**config.mk**
```make
export PLATFORM = sky130hd
export DESIGN_NAME = vphy_loop_router
export DESIGN_NICKNAME = d
export VERILOG_FILES = /design/src/rtl/vphy_pkg.sv /design/src/rtl/vphy_mode_decode.sv /design/src/rtl/vphy_nibble_route.sv /design/src/rtl/vphy_sqe_gen.sv /design/src/rtl/vphy_loop_router.sv
export SDC_FILE = /design/constraint.sdc
export NUM_CORES = 1
export LEC_CHECK = 0
export BUFFER_PORTS_ARGS = -buffer_cell sky130_fd_sc_hd__buf_2
export CAP_MARGIN = 15
export CORE_MARGIN = 5
export CORE_UTILIZATION = 25
export CTS_CLUSTER_DIAMETER = 200
export CTS_CLUSTER_SIZE = 28
export DETAILED_ROUTE_END_ITERATION = 8
export GPL_TIMING_DRIVEN = 0
export PLACE_DENSITY = 0.48
export REMOVE_ABC_BUFFERS = 1
export SLEW_MARGIN = 10
export SYNTH_ARGS = -nofsm -noshare
export SYNTH_HDL_FRONTEND = slang
export SYNTH_SLANG_ARGS = --single-unit
```
**constraint.sdc**
```tcl
create_clock -name clk -period 1.9 [get_ports clk]
set_input_delay 0 -clock clk [delete_from_list [all_inputs] [get_ports clk]]
set_output_delay 0 -clock clk [all_outputs]
set_load 0.02 [all_outputs]
```
**src/rtl/vphy_pkg.sv**
```systemverilog
// Shared types for the MII virtual PHY loopback router.
package vphy_pkg;

    // Mode code reported on st_mode; the numbers are part of the port contract.
    typedef enum logic [2:0] {
        MODE_NORMAL    = 3'd0,
        MODE_MAC_LOOP  = 3'd1,
        MODE_SW_LOOP   = 3'd2,
        MODE_DUAL_LOOP = 3'd3,
        MODE_ISOLATED  = 3'd4
    } vphy_mode_e;

    // States of the heartbeat generator.
    typedef enum logic [1:0] {
        HB_IDLE  = 2'd0,
        HB_WAIT  = 2'd1,
        HB_PULSE = 2'd2
    } hb_state_e;

    // Static configuration bundle.
    typedef struct packed {
        logic mac_loop;
        logic sw_loop;
        logic sw_coltest;
        logic mac_coltest;
        logic isolate;
        logic rmii;
    } vphy_cfg_t;

endpackage

```
**src/rtl/vphy_mode_decode.sv**
```systemverilog
// Decodes the configuration into the MAC-side silence condition and the
// reported mode code. Purely combinational; assumes cfg is quasi-static.
module vphy_mode_decode
    import vphy_pkg::*;
(
    input  vphy_cfg_t  cfg,
    output logic       mac_quiet,
    output vphy_mode_e mode
);

    // Isolation silences the MAC side unless a switch-side test is running.
    assign mac_quiet = cfg.isolate & ~cfg.sw_loop & ~cfg.sw_coltest;

    // Priority encode the mode: isolation, then loopback combinations.
    always_comb begin
        if (mac_quiet)
            mode = MODE_ISOLATED;
        else if (cfg.mac_loop && cfg.sw_loop)
            mode = MODE_DUAL_LOOP;
        else if (cfg.sw_loop)
            mode = MODE_SW_LOOP;
        else if (cfg.mac_loop)
            mode = MODE_MAC_LOOP;
        else
            mode = MODE_NORMAL;
    end

endmodule

```
**src/rtl/vphy_nibble_route.sv**
```systemverilog
// One receive direction: picks the stream delivered to a side's receive
// pins and registers it with carrier sense. loop_sel returns the side's own
// transmit stream; otherwise block_sel silences the far stream (the far
// side is in its own loopback); otherwise the far stream is forwarded.
module vphy_nibble_route #(
    parameter int NIB_W = 4
) (
    input  logic             clk,
    input  logic             rst_n,
    input  logic             loop_sel,
    input  logic             block_sel,
    input  logic             own_en,
    input  logic [NIB_W-1:0] own_d,
    input  logic             far_en,
    input  logic [NIB_W-1:0] far_d,
    output logic             rx_dv,
    output logic [NIB_W-1:0] rx_d,
    output logic             crs
);

    logic             nxt_dv;
    logic [NIB_W-1:0] nxt_d;

    // Select the source stream for this receive path.
    always_comb begin
        if (loop_sel) begin
            nxt_dv = own_en;
            nxt_d  = own_d;
        end else if (block_sel) begin
            nxt_dv = 1'b0;
            nxt_d  = '0;
        end else begin
            nxt_dv = far_en;
            nxt_d  = far_d;
        end
    end

    // Register the receive stream and carrier sense for a one-cycle latency.
    always_ff @(posedge clk) begin
        if (!rst_n) begin
            rx_dv <= 1'b0;
            rx_d  <= '0;
            crs   <= 1'b0;
        end else begin
            rx_dv <= nxt_dv;
            rx_d  <= nxt_d;
            crs   <= own_en | nxt_dv;
        end
    end

endmodule

```
**src/rtl/vphy_sqe_gen.sv**
```systemverilog
// Heartbeat generator: after the MAC's transmit enable falls, waits GAP
// cycles and then raises hb for LEN cycles. New transmit activity or the
// RMII flag returns it to idle at once. Assumes GAP >= 1 and LEN >= 1.
module vphy_sqe_gen
    import vphy_pkg::*;
#(
    parameter int GAP = 4,
    parameter int LEN = 3
) (
    input  logic clk,
    input  logic rst_n,
    input  logic tx_en,
    input  logic rmii,
    output logic hb
);

    localparam int SPAN = (GAP > LEN) ? GAP : LEN;
    localparam int CW   = $clog2(SPAN + 1);

    hb_state_e       state;
    logic [CW-1:0]   cnt;
    logic            tx_prev;

    // Remember last cycle's transmit enable to spot its falling edge.
    always_ff @(posedge clk) begin
        if (!rst_n) tx_prev <= 1'b0;
        else        tx_prev <= tx_en;
    end

    // Sequence wait window and pulse, cancelling on any new transmit.
    always_ff @(posedge clk) begin
        if (!rst_n) begin
            state <= HB_IDLE;
            cnt   <= '0;
        end else if (tx_en || rmii) begin
            state <= HB_IDLE;
            cnt   <= '0;
        end else begin
            unique case (state)
                HB_IDLE: if (tx_prev) begin
                    state <= HB_WAIT;
                    cnt   <= CW'(GAP - 1);
                end
                HB_WAIT: if (cnt == '0) begin
                    state <= HB_PULSE;
                    cnt   <= CW'(LEN - 1);
                end else begin
                    cnt <= cnt - 1'b1;
                end
                HB_PULSE: if (cnt == '0) begin
                    state <= HB_IDLE;
                end else begin
                    cnt <= cnt - 1'b1;
                end
                default: state <= HB_IDLE;
            endcase
        end
    end

    assign hb = (state == HB_PULSE);

endmodule

```
**src/rtl/vphy_loop_router.sv**
```systemverilog
// Top of the MII virtual PHY loopback router. Cross-connects a MAC-side and
// a switch-side nibble interface with one cycle of latency, applies the
// loopback, isolation and collision-test settings, and emits the heartbeat.
// Assumes the cfg_* inputs change only between frames.
module vphy_loop_router
    import vphy_pkg::*;
#(
    parameter int NIB_W   = 4,
    parameter int SQE_GAP = 4,
    parameter int SQE_LEN = 3
) (
    input  logic             clk,
    input  logic             rst_n,
    input  logic             cfg_mac_loop,
    input  logic             cfg_sw_loop,
    input  logic             cfg_sw_coltest,
    input  logic             cfg_mac_coltest,
    input  logic             cfg_isolate,
    input  logic             cfg_rmii,
    input  logic             mac_tx_en,
    input  logic [NIB_W-1:0] mac_txd,
    output logic             mac_rx_dv,
    output logic [NIB_W-1:0] mac_rxd,
    output logic             mac_crs,
    output logic             mac_col,
    input  logic             sw_tx_en,
    input  logic [NIB_W-1:0] sw_txd,
    output logic             sw_rx_dv,
    output logic [NIB_W-1:0] sw_rxd,
    output logic             sw_crs,
    output logic             sw_col,
    output logic [2:0]       st_mode
);

    vphy_cfg_t        cfg;
    vphy_mode_e       mode;
    logic             mac_quiet;
    logic             m_dv, m_crs, hb;
    logic [NIB_W-1:0] m_d;
    logic             mac_ct_q, sw_col_q;

    // Bundle the configuration pins.
    assign cfg = '{mac_loop: cfg_mac_loop, sw_loop: cfg_sw_loop,
                   sw_coltest: cfg_sw_coltest, mac_coltest: cfg_mac_coltest,
                   isolate: cfg_isolate, rmii: cfg_rmii};

    vphy_mode_decode u_dec (
        .cfg       (cfg),
        .mac_quiet (mac_quiet),
        .mode      (mode)
    );

    // Receive path toward the MAC.
    vphy_nibble_route #(.NIB_W(NIB_W)) u_to_mac (
        .clk       (clk),
        .rst_n     (rst_n),
        .loop_sel  (cfg.mac_loop),
        .block_sel (cfg.sw_loop),
        .own_en    (mac_tx_en),
        .own_d     (mac_txd),
        .far_en    (sw_tx_en),
        .far_d     (sw_txd),
        .rx_dv     (m_dv),
        .rx_d      (m_d),
        .crs       (m_crs)
    );

    // Receive path toward the switch engine.
    vphy_nibble_route #(.NIB_W(NIB_W)) u_to_sw (
        .clk       (clk),
        .rst_n     (rst_n),
        .loop_sel  (cfg.sw_loop),
        .block_sel (cfg.mac_loop),
        .own_en    (sw_tx_en),
        .own_d     (sw_txd),
        .far_en    (mac_tx_en),
        .far_d     (mac_txd),
        .rx_dv     (sw_rx_dv),
        .rx_d      (sw_rxd),
        .crs       (sw_crs)
    );

    vphy_sqe_gen #(.GAP(SQE_GAP), .LEN(SQE_LEN)) u_sqe (
        .clk   (clk),
        .rst_n (rst_n),
        .tx_en (mac_tx_en),
        .rmii  (cfg.rmii),
        .hb    (hb)
    );

    // Register both collision-test sources.
    always_ff @(posedge clk) begin
        if (!rst_n) begin
            mac_ct_q <= 1'b0;
            sw_col_q <= 1'b0;
        end else begin
            mac_ct_q <= cfg.mac_coltest & ~cfg.rmii & mac_tx_en;
            sw_col_q <= cfg.sw_coltest & sw_tx_en;
        end
    end

    // Apply MAC-side isolation to everything the MAC sees.
    assign mac_rx_dv = m_dv & ~mac_quiet;
    assign mac_rxd   = mac_quiet ? '0 : m_d;
    assign mac_crs   = m_crs & ~mac_quiet;
    assign mac_col   = (mac_ct_q | hb) & ~mac_quiet;
    assign sw_col    = sw_col_q;
    assign st_mode   = mode;

endmodule

```
=== Word-level counts from Yosys, hierarchy flattened ===
Cells that the tools add are included.

* Logic and storage cells: 63
* Register bits: 20
* Bits of input ports: 18

* Bitwise logic cells: 16
* $add $sub $neg: 1
* Reduce and logical (&&, ||, !) cells: 8
* Eq/ne operators: 6
* Mux-type cells: 21

{| class="wikitable"
|+ Operator list
! kind !! number
|-
| 4-bit 2-to-1 mux || 5
|-
| 3-bit 2-to-1 mux || 6
|-
| 3-bit one-hot mux with 3 select lines || 1
|-
| 1-bit bitwise AND || 8
|-
| 2-bit 2-to-1 mux || 3
|-
| 2-bit by 1-bit != test with 1-bit output, second input constant || 3
|-
| 2-bit one-hot mux with 3 select lines || 1
|-
| 3-bit AND reduction || 2
|-
| 1-bit 2-to-1 mux || 5
|-
| 1-bit inverter || 5
|-
| 3-bit logical NOT || 1
|-
| 1-bit bitwise OR || 3
|-
| 3-bit nonzero test || 1
|-
| 3-bit by 1-bit subtractor with 3-bit output, second input constant || 1
|-
| 2-bit by 1-bit == test with 1-bit output, second input constant || 1
|-
| 2-bit == test, second input constant || 1
|-
| 2-bit logical NOT || 1
|-
| 2-bit != test, second input constant || 1
|-
| 2-bit OR reduction || 1
|-
| 1-bit logical AND || 1
|-
| 1-bit logical OR || 1
|}

=== Logic depth before layout (Yosys ltp) ===
Gate-level depths: netlist of run 1.

* Depth in word-level cells: 5
* Gate-level depth with buffers: 6
* Gate-level depth less buffers: 6

=== Hierarchy ===
From an unflattened synthesis of run 1, not the netlist that was laid out.

* Cell total of the unflattened synthesis: 107
* Area, all modules: 1058.5 sq um

{| class="wikitable"
|+ By module, submodules not included
! module !! times used !! cells each !! area each (sq um) !! sequential area each (sq um)
|-
| vphy_nibble_route || 2 || 22 || 241.5 || 120.1
|-
| vphy_sqe_gen || 1 || 48 || 426.7 || 120.1
|-
| vphy_loop_router || 1 || 11 || 118.9 || 40.0
|-
| vphy_mode_decode || 1 || 4 || 30.0 || 0.0
|}

=== Worst setup path before layout of run 1 ===
Ideal clock, no wire load.

* Path kind: reg2reg
* From: reg u_sqe.state[0]
* To: reg u_sqe.state[0]
* Path buffers: 0
* Cell stages (with the launch flop): 7
* Arrival time: 1381 ps
* Period minus slack after synthesis: 1496 ps
* Path slack: 404 ps
* Cells stage by stage: dfxtp_1 inv_1 ha_1 or2_2 a21oi_1 mux2i_1 nor2_1

* Longest elaborated chain between the ends: 3
* Elaborated cells on any way between the ends: 8
* Classes of those cells: eq/ne: 5; mux: 1; reduce/logical: 2

{| class="wikitable"
|+ Ends and longest elaborated chain
! item !! RTL line !! source
|-
| start, declared || vphy_sqe_gen.sv:20 || <nowiki>hb_state_e state;</nowiki>
|-
| start signal, assigned || vphy_sqe_gen.sv:33 || <nowiki>state <= HB_IDLE;</nowiki>
|-
| start signal, assigned || vphy_sqe_gen.sv:36 || <nowiki>state <= HB_IDLE;</nowiki>
|-
| start signal, assigned || vphy_sqe_gen.sv:41 || <nowiki>state <= HB_WAIT;</nowiki>
|-
| 2-bit by 1-bit == test with 1-bit output (tied with other cells) || vphy_sqe_gen.sv:39 || <nowiki>unique case (state)</nowiki>
|-
| 2-bit by 1-bit != test with 1-bit output (no source line) || -- ||
|-
| 3-bit AND reduction (no source line) || -- ||
|}

Several ways; a longest one is shown, not always the timed one.
A chain may end at the register's enable or synchronous reset.

=== Worst setup path in the final report of run 1 ===
Ends and elaborated chain as after synthesis.

==> flow_metrics.env, run 1 <==
export IMPL_status="complete, no violations"
export IMPL_final_cells=188
export IMPL_ff_latch_area_um2=400.4
export IMPL_cts_root_buf="clkbuf_8"
export IMPL_core_region_area_um2=3914
export IMPL_dieArea_um2=5340
export IMPL_drt_antenna_violating_nets=0
export IMPL_grt_pass1_wl_mm=3.926
export IMPL_place_inst=184
export IMPL_worst_pin_slew_ns=0.6117
export IMPL_final_cell_mix="buf_2, dfxtp_1, nor2b_1"
export IMPL_p_leak_nw=0.5629
export IMPL_clock_sinks=20
export IMPL_syn_to_final_growth_pct=25.16
export IMPL_period_share_pct=86.48
export IMPL_place_area_um2=1194
export IMPL_drv_slew=0
export IMPL_fin_crit_ns=1.643
export IMPL_num_fill_cells=451
export IMPL_drt_iter0_markers=32
export IMPL_max_freq_mhz=608.6
export IMPL_synth_area_leaders="dfxtp_1, nor2b_1, ha_1"
export IMPL_synth_warnings=0
export IMPL_grt_antenna_before_repair=0
export IMPL_num_io_pins=35
export IMPL_vdd_ir_drop_max_mv=0.3239
export IMPL_final_hold_violation_count=0
export IMPL_synth_seq_cells=20
export IMPL_vias=845
export IMPL_rows=23
export IMPL_die_w_um=73.08
export IMPL_cts_tree="built"
export IMPL_final_net_count=165
export IMPL_grt_max_degree=16
export IMPL_arrival_ns=1.79
export IMPL_initial_core_util_pct=25.42
export IMPL_async_flop_share_pct=0
export IMPL_hold_class="input pin to register"
export IMPL_viasPerCell=4.495
export IMPL_power_density_nw_per_um2=686.8
export IMPL_antenna_cells=0
export IMPL_setup_violations=0
export IMPL_grt_remaining_overflow=0
export IMPL_ys_types=33
export IMPL_synth_area_um2=994.7
export IMPL_drive_gt1_share_pct=31.16
export IMPL_dp_final_hpwl_mm=1.763
export IMPL_die_h_um=73.08
export IMPL_pre_cts_ws_ns=0.2701
export IMPL_grt_pass1_vias=909
export IMPL_timing_final_ws_setup_ns=0.2569
export IMPL_fin_setup_tns_ns=0
export IMPL_synth_top_area_share_pct=40.25
export IMPL_clk_pin_slew_ns=0.07
export IMPL_path_max_fanout=7
export IMPL_first_pass_iters=4
export IMPL_wl_mm=2.278
export IMPL_ys_seq_area_share_pct=40.25
export IMPL_cts_path_max_buffers=2
export IMPL_cts_resized=0
export IMPL_routedWlPerCell_um=12.12
export IMPL_path_class="register to register"
export IMPL_fin_skew_ns=0.002866
export IMPL_h_tree_depth=1
export IMPL_synth_main_ff_cell="dfxtp_1"
export IMPL_drc=0
export IMPL_synth_largest_area_cell="dfxtp_1"
export IMPL_insertion_delay_ns=0.25
export IMPL_start_kind="register"
export IMPL_gp_congestion=0.7187
export IMPL_maxCapViolations=0
export IMPL_synth_edf_count=0
export IMPL_syn_avg_cell_area_um2=9.473
export IMPL_final_area_um2=1245
export IMPL_io_buffers=34
export IMPL_final_common_cell="buf_2"
export IMPL_synth_cells=105
export IMPL_cp_end_kind="register"
export IMPL_multi_input_area_um2=545.5
export IMPL_p_total_w=0.0008550
export IMPL_numCtsBuffers=3
export IMPL_rsz0062_at_grt="false"
export IMPL_slew_headroom_pct=59.04
export IMPL_track_usage_pct=9.418
export IMPL_critPathRequiredTime_ns=2.05
## worst paths after layout
check,start,to,slack (ns),cells after the start
worst max-delay path,u_sqe.state[0],u_sqe.state[0],0.26,6
worst min-delay path,sw_txd[2],u_to_sw.rx_d[2],0.01,3
worst max register to register,u_sqe.state[0],u_sqe.state[0],0.26,6
worst min register to register,u_sqe.cnt[0],u_sqe.cnt[0],0.51,2
## timing repair
item | in CTS | in global routing
hold buffers | 1 | 0
endpoints found under the setup margin | 0 | 0
endpoints found under the hold margin | 1 | 0
setup buffers | 0 | 0
## per-layer routing
layer  GRT usage, %  share of wire, %  wire length (um)
met2          16.29                52              1174
met5              0                 0                 0
met1          10.46                42               946
met4          3.074              0.40                 9
met3          3.719               6.5               147
## cells by family (layout without fill, tap and decap cells)
family | count (synthesis) | in the layout | synth area share (%)
AOI/OAI and AO/OA | 25 | 25 | 17.48
adders and majority gates | 7 | 7 | 8.805
buffers and inverters | 9 | 42 | 4.905
DFF | 20 | 20 | 40.25
muxes | 1 | 1 | 1.006
and+or+nand+nor | 43 | 43 | 27.55
## synth_stat cells, types with 2 or more instances
master,instances
nand2_1,3
nor2b_1,19
a21oi_1,7
a22oi_1,7
clkbuf_1,2
nor2_1,5
o21ai_0,4
nor3b_1,2
and2b_1,2
buf_4,2
ha_1,7
a31oi_1,2
dfxtp_1,20
inv_1,4
## flip-flops by register name, indices dropped and copies added, names as in the netlist
signal / flops
u_to_mac.rx_d: 4
sw_col: 1
u_sqe.tx_prev: 1
u_to_mac.rx_dv: 1
u_to_sw.rx_dv: 1
u_to_sw.crs: 1
u_sqe.cnt: 3
u_to_sw.rx_d: 4
u_sqe.state: 2
mac_ct_q: 1
u_to_mac.crs: 1
## cell type report
class	count	share of cell area (%)
multi-input combinational	76	43.82
sequential	20	32.16
timing repair buffer	35	14.47
tap	50	5.025
clock buffer	3	3.317
inverter	4	1.206
## where the power goes
group / leakage, nW / internal [W] / switching, W / total [W]
Combinational: 0.377 / 0.0000612 / 0.0000830 / 0.000144
Sequential: 0.164 / 0.000438 / 0.00000498 / 0.000443
Clock: 0.0216 / 0.000141 / 0.000127 / 0.000268
Total: 0.563 / 0.000640 / 0.000215 / 0.000855
## worst max-delay path, cell delays in order, from the launching register on
cell and delay, ns:
dfxtp_1 0.38, inv_1 0.10, ha_1 0.31, or2_2 0.31
a21oi_1 0.19, mux2i_1 0.20, nor2_1 0.05
## metrics by stage
| step | utilization [%] | hold slack [ns] |
|---|---|---|
| 6_report | 31.81 | 0.01449 |
| 5_1_grt | 31.81 | 0.01340 |
| 4_1_cts | 31.81 | 0.007883 |
| 3_5_place_dp | 30.50 | 0.2578 |
| 3_3_place_gp | 30.50 | 0.2597 |
| 2_1_floorplan | - | 0 |
No activity file was read; power rests on OpenSTA's default activity.
==> inputs of run 2 (changes only) <==
- CTS_BUF_LIST: unset -> sky130_fd_sc_hd__clkbuf_8 sky130_fd_sc_hd__clkbuf_16
- REMOVE_ABC_BUFFERS: 1 -> unset
- SLEW_MARGIN: 10 -> unset
==> flow_metrics.env, run 2 (synthesized netlist as in run 1, its figures left out) <==
export IMPL_slew_headroom_pct=57.64
export IMPL_syn_to_final_growth_pct=26.54
export IMPL_multi_input_area_um2=545.5
export IMPL_dieArea_um2=5340
export IMPL_wl_mm=2.233
export IMPL_grt_antenna_before_repair=0
export IMPL_clock_sinks=20
export IMPL_power_density_nw_per_um2=680.9
export IMPL_grt_remaining_overflow=0
export IMPL_cts_resized=0
export IMPL_viasPerCell=4.432
export IMPL_die_w_um=73.08
export IMPL_cts_post_setup_buffers_inserted=0
export IMPL_gp_congestion=0.8249
export IMPL_p_leak_nw=0.5694
export IMPL_cts_tree="built"
export IMPL_initial_core_util_pct=25.42
export IMPL_fin_setup_tns_ns=0
export IMPL_r2r_setup_slack_ns=0.26
export IMPL_cts_root_buf="clkbuf_8"
export IMPL_vias=842
export IMPL_rsz0062_at_grt="false"
export IMPL_drv_slew=0
export IMPL_track_usage_pct=8.913
export IMPL_final_area_um2=1259
export IMPL_synth_nets=130
export IMPL_final_cell_mix="buf_2, dfxtp_1, nor2b_1"
export IMPL_numCtsBuffers=3
export IMPL_maxCapViolations=0
export IMPL_rows=23
export IMPL_cts_path_max_buffers=2
export IMPL_cts_hold_buf=0
export IMPL_final_hold_violation_count=0
export IMPL_num_fill_cells=449
export IMPL_crit_chain="inv_1 -> ha_1 -> or2_2 -> a21oi_1 -> mux2i_1 -> nor2_1"
export IMPL_die_h_um=73.08
export IMPL_grt_pass1_vias=867
export IMPL_core_region_area_um2=3914
export IMPL_num_io_pins=35
export IMPL_grt_max_degree=11
export IMPL_min_path_cells=3
export IMPL_drt_iter0_markers=33
export IMPL_whs_ns=0.01525
export IMPL_clk_pin_slew_ns=0.07
export IMPL_status="complete, no violations"
export IMPL_max_freq_mhz=610.1
export IMPL_fin_util_pct=32.16
export IMPL_start_kind="register"
export IMPL_r2r_start="u_sqe.state[0]"
export IMPL_hold_class="input pin to register"
export IMPL_cp_slowest_cell="dfxtp_1"
export IMPL_final_net_count=167
export IMPL_path_class="register to register"
export IMPL_reg_top3="u_to_mac.rx_d (4), u_to_sw.rx_d (4), u_sqe.cnt (3)"
export IMPL_critPathTopFamily="flip-flops"
export IMPL_drt_antenna_violating_nets=0
export IMPL_fin_crit_ns=1.639
export IMPL_cpPeakStageDelay_ns=0.38
export IMPL_path_max_fanout=7
export IMPL_cp_end_kind="register"
export IMPL_holdCritStartpoint="sw_txd[2]"
export IMPL_h_tree_depth=1
export IMPL_first_pass_iters=4
export IMPL_fin_skew_ns=0.006511
export IMPL_period_share_pct=86.27
export IMPL_drive_gt1_share_pct=31.43
export IMPL_final_common_cell="buf_2"
export IMPL_ff_latch_area_um2=400.4
export IMPL_setup_violations=0
export IMPL_r2r_end="u_sqe.state[0]"
export IMPL_io_buffers=32
export IMPL_critPathRequiredTime_ns=2.04
export IMPL_place_area_um2=1217
export IMPL_insertion_delay_ns=0.25
export IMPL_drc=0
export IMPL_vdd_ir_drop_max_mv=0.2921
export IMPL_cp_num_buf_inv=1
export IMPL_worst_pin_slew_ns=0.6326
export IMPL_rr_worst_depth=6
export IMPL_dp_final_hpwl_mm=1.789
export IMPL_antenna_cells=0
export IMPL_routedWlPerCell_um=11.75
export IMPL_holdPathEnd="u_to_sw.rx_d[2]"
export IMPL_grt_pass1_wl_mm=3.739
export IMPL_arrival_ns=1.78
[run 2: how the worst max path moves through the flow]
stage                    from              to  depth (start not counted)
6_report       u_sqe.state[0]  u_sqe.state[0]                          6
5_1_grt        u_sqe.state[0]  u_sqe.state[0]                          6
4_1_cts        u_sqe.state[0]  u_sqe.state[0]                          6
3_5_place_dp   u_sqe.state[0]  u_sqe.state[0]                          6
3_3_place_gp   u_sqe.state[0]  u_sqe.state[0]                          6
2_1_floorplan  u_sqe.state[0]  u_sqe.state[0]                          6
[run 2: layout make-up]
cell class	instances	area share [%]
plain buffers	5	2.684
clock buffers	3	3.280
inverters	4	1.193
multi-input cells	76	43.34
flip-flops and latches	20	31.81
well taps	50	4.970
repair buffers	32	12.72
[run 2: worst min-delay path, stage by stage]
cell     delay [ns]
buf_2          0.09
a21oi_1        0.05
nor2b_1        0.10
[run 2: through the flow]
step | setup WS, ns | total power (W) | cells
floorplan | 0.4044 | 0.0005461 | 105
global placement | 0.3147 | 0.0005984 | 187
detailed placement | 0.2489 | 0.0006009 | 187
CTS | 0.2338 | 0.0008761 | 190
global route | 0.1525 | 0.0009096 | 190
finish | 0.2608 | 0.0008571 | 190
[run 2: per-layer routing]
layer / GRT usage [%] / vias to the layer above / share of wire (%)
li1: - / 427 / -
met1: 9.892 / 381 / 41
met2: 15.39 / 30 / 50
met3: 3.857 / 4 / 8.0
met4: 2.459 / 0 / 0.94
met5: 0 / - / 0
[run 2: power by group]
part | internal, W | total [W] | leakage [nW] | switching (W)
logic | 0.0000637 | 0.000147 | 0.383 | 0.0000830
clock network | 0.000141 | 0.000268 | 0.0216 | 0.000127
registers | 0.000438 | 0.000442 | 0.164 | 0.00000452
total | 0.000642 | 0.000857 | 0.569 | 0.000215
==> inputs of run 3 (changes only) <==
--- a/constraint.sdc
+++ b/constraint.sdc
@@ -3,2 +3,2 @@
 set_output_delay 0 -clock clk [all_outputs]
-set_load 0.02 [all_outputs]
+set_load 0.1 [all_outputs]
==> flow_metrics.env, run 3 (synthesized netlist as in run 1, its figures left out) <==
export IMPL_num_io_pins=35
export IMPL_syn_to_final_growth_pct=28.43
export IMPL_status="complete, no violations"
export IMPL_power_density_nw_per_um2=766.9
export IMPL_hold_class="input pin to register"
export IMPL_insertion_delay_ns=0.25
export IMPL_slew_headroom_pct=67.32
export IMPL_clk_pin_slew_ns=0.07
export IMPL_h_tree_depth=1
export IMPL_critPathTopFamily="buffers and inverters"
export IMPL_final_common_cell="buf_2"
export IMPL_track_usage_pct=8.719
export IMPL_grt_max_degree=11
export IMPL_vdd_ir_drop_max_mv=0.2705
export IMPL_arrival_ns=1.66
export IMPL_antenna_cells=0
export IMPL_fin_crit_ns=1.659
export IMPL_core_region_area_um2=3914
export IMPL_critPathRequiredTime_ns=1.90
export IMPL_worst_pin_slew_ns=0.4936
export IMPL_start_kind="input pin"
export IMPL_cts_root_buf="clkbuf_8"
export IMPL_grt_pass1_vias=863
export IMPL_numCtsBuffers=3
export IMPL_dieArea_um2=5340
export IMPL_fin_util_pct=32.64
export IMPL_die_h_um=73.08
export IMPL_cts_path_max_buffers=2
export IMPL_drt_antenna_violating_nets=0
export IMPL_path_class="input pin to output pin"
export IMPL_drc=0
export IMPL_cp_end_kind="output pin"
export IMPL_grt_pass1_wl_mm=3.705
export IMPL_cts_tree="built"
export IMPL_wl_mm=2.240
export IMPL_initial_core_util_pct=25.42
export IMPL_grt_antenna_before_repair=0
export IMPL_max_freq_mhz=602.9
export IMPL_cp_num_buf_inv=4
export IMPL_fin_skew_ns=0.005029
export IMPL_timing_final_ws_setup_ns=0.2413
export IMPL_whs_ns=0.01489
export IMPL_path_max_fanout=9
export IMPL_vias=842
export IMPL_routedWlPerCell_um=11.73
export IMPL_rsz0062_at_grt="false"
export IMPL_io_buffers=32
export IMPL_dp_final_hpwl_mm=1.806
export IMPL_pre_cts_ws_ns=0.2805
export IMPL_first_pass_iters=2
export IMPL_cpPeakStageDelay_ns=0.54
export IMPL_final_hold_violation_count=0
export IMPL_reg_top3="u_to_mac.rx_d (4), u_to_sw.rx_d (4), u_sqe.cnt (3)"
export IMPL_p_leak_nw=0.5761
export IMPL_fin_setup_tns_ns=0
export IMPL_synth_nets=130
export IMPL_die_w_um=73.08
export IMPL_cp_slowest_cell="dlygate4sd3_1"
export IMPL_grt_remaining_overflow=0
export IMPL_viasPerCell=4.408
export IMPL_maxCapViolations=0
export IMPL_cpMostUsedCell="buf_2"
export IMPL_crit_chain="dlygate4sd3_1 -> buf_2 -> nor3b_4 -> buf_4 -> buf_2"
export IMPL_period_share_pct=87.30
export IMPL_gp_congestion=0.7463
export IMPL_final_net_count=168
export IMPL_drive_gt1_share_pct=31.91
export IMPL_final_cell_mix="buf_2, dfxtp_1, nor2b_1"
export IMPL_drv_slew=0
export IMPL_rows=23
export IMPL_setup_violations=0
export IMPL_clock_sinks=20
export IMPL_drt_iter0_markers=23
## run 3: layer usage
layer  GRT usage (%)  routed length, um  up-vias
li1                -                  -      429
met1           9.575                908      392
met2           15.69               1189       19
met3           2.617                131        2
met4           3.074                 10        0
met5               0                  0        -
## run 3: worst reg2reg max path, stage by stage, from the launching register on
cell,delay (ns)
dfxtp_1,0.38
inv_1,0.09
ha_1,0.30
or2_2,0.30
a21oi_1,0.19
mux2i_1,0.20
nor2_1,0.05
## run 3: where the power goes
part           internal, W  leakage, nW  total (W)  switching [W]
Sequential        0.000438        0.164   0.000442     0.00000426
Combinational    0.0000659        0.390   0.000269       0.000203
Clock             0.000141       0.0216   0.000269       0.000128
Total             0.000644        0.576   0.000980       0.000335
## run 3: cell type report
cell class / instances / area, um2
Fill cell: 439 / 2636
Multi-Input combinational cell: 76 / 554.3
Sequential cell: 20 / 400.4
Timing Repair Buffer: 33 / 170.2
Tap cell: 50 / 62.56
Clock buffer: 3 / 41.29
Buffer: 5 / 33.78
Inverter: 4 / 15.01
## run 3: repair_timing
action,4_1_cts,5_1_grt
hold endpoints to repair,1,0
resized for setup,0,1
hold buffers,1,0
setup endpoints to repair,0,1
buffers inserted,0,0
## run 3: through the flow
stage          total power (W)  std cells  area, um2
2_1_floorplan        0.0006643        105      997.2
3_3_place_gp         0.0007166        187       1220
3_5_place_dp         0.0007192        187       1220
4_1_cts              0.0009957        191       1271
5_1_grt               0.001028        191       1277
6_report             0.0009797        191       1277
## run 3: final timing paths
check	start	end	slack, ns	depth (start not counted)
hold / removal	cfg_mac_coltest	mac_ct_q	0.01	2
setup / recovery	cfg_sw_coltest	st_mode[2]	0.24	5
hold reg to reg	u_sqe.cnt[0]	u_sqe.cnt[0]	0.52	2
setup reg to reg	u_sqe.state[0]	u_sqe.state[0]	0.28	6
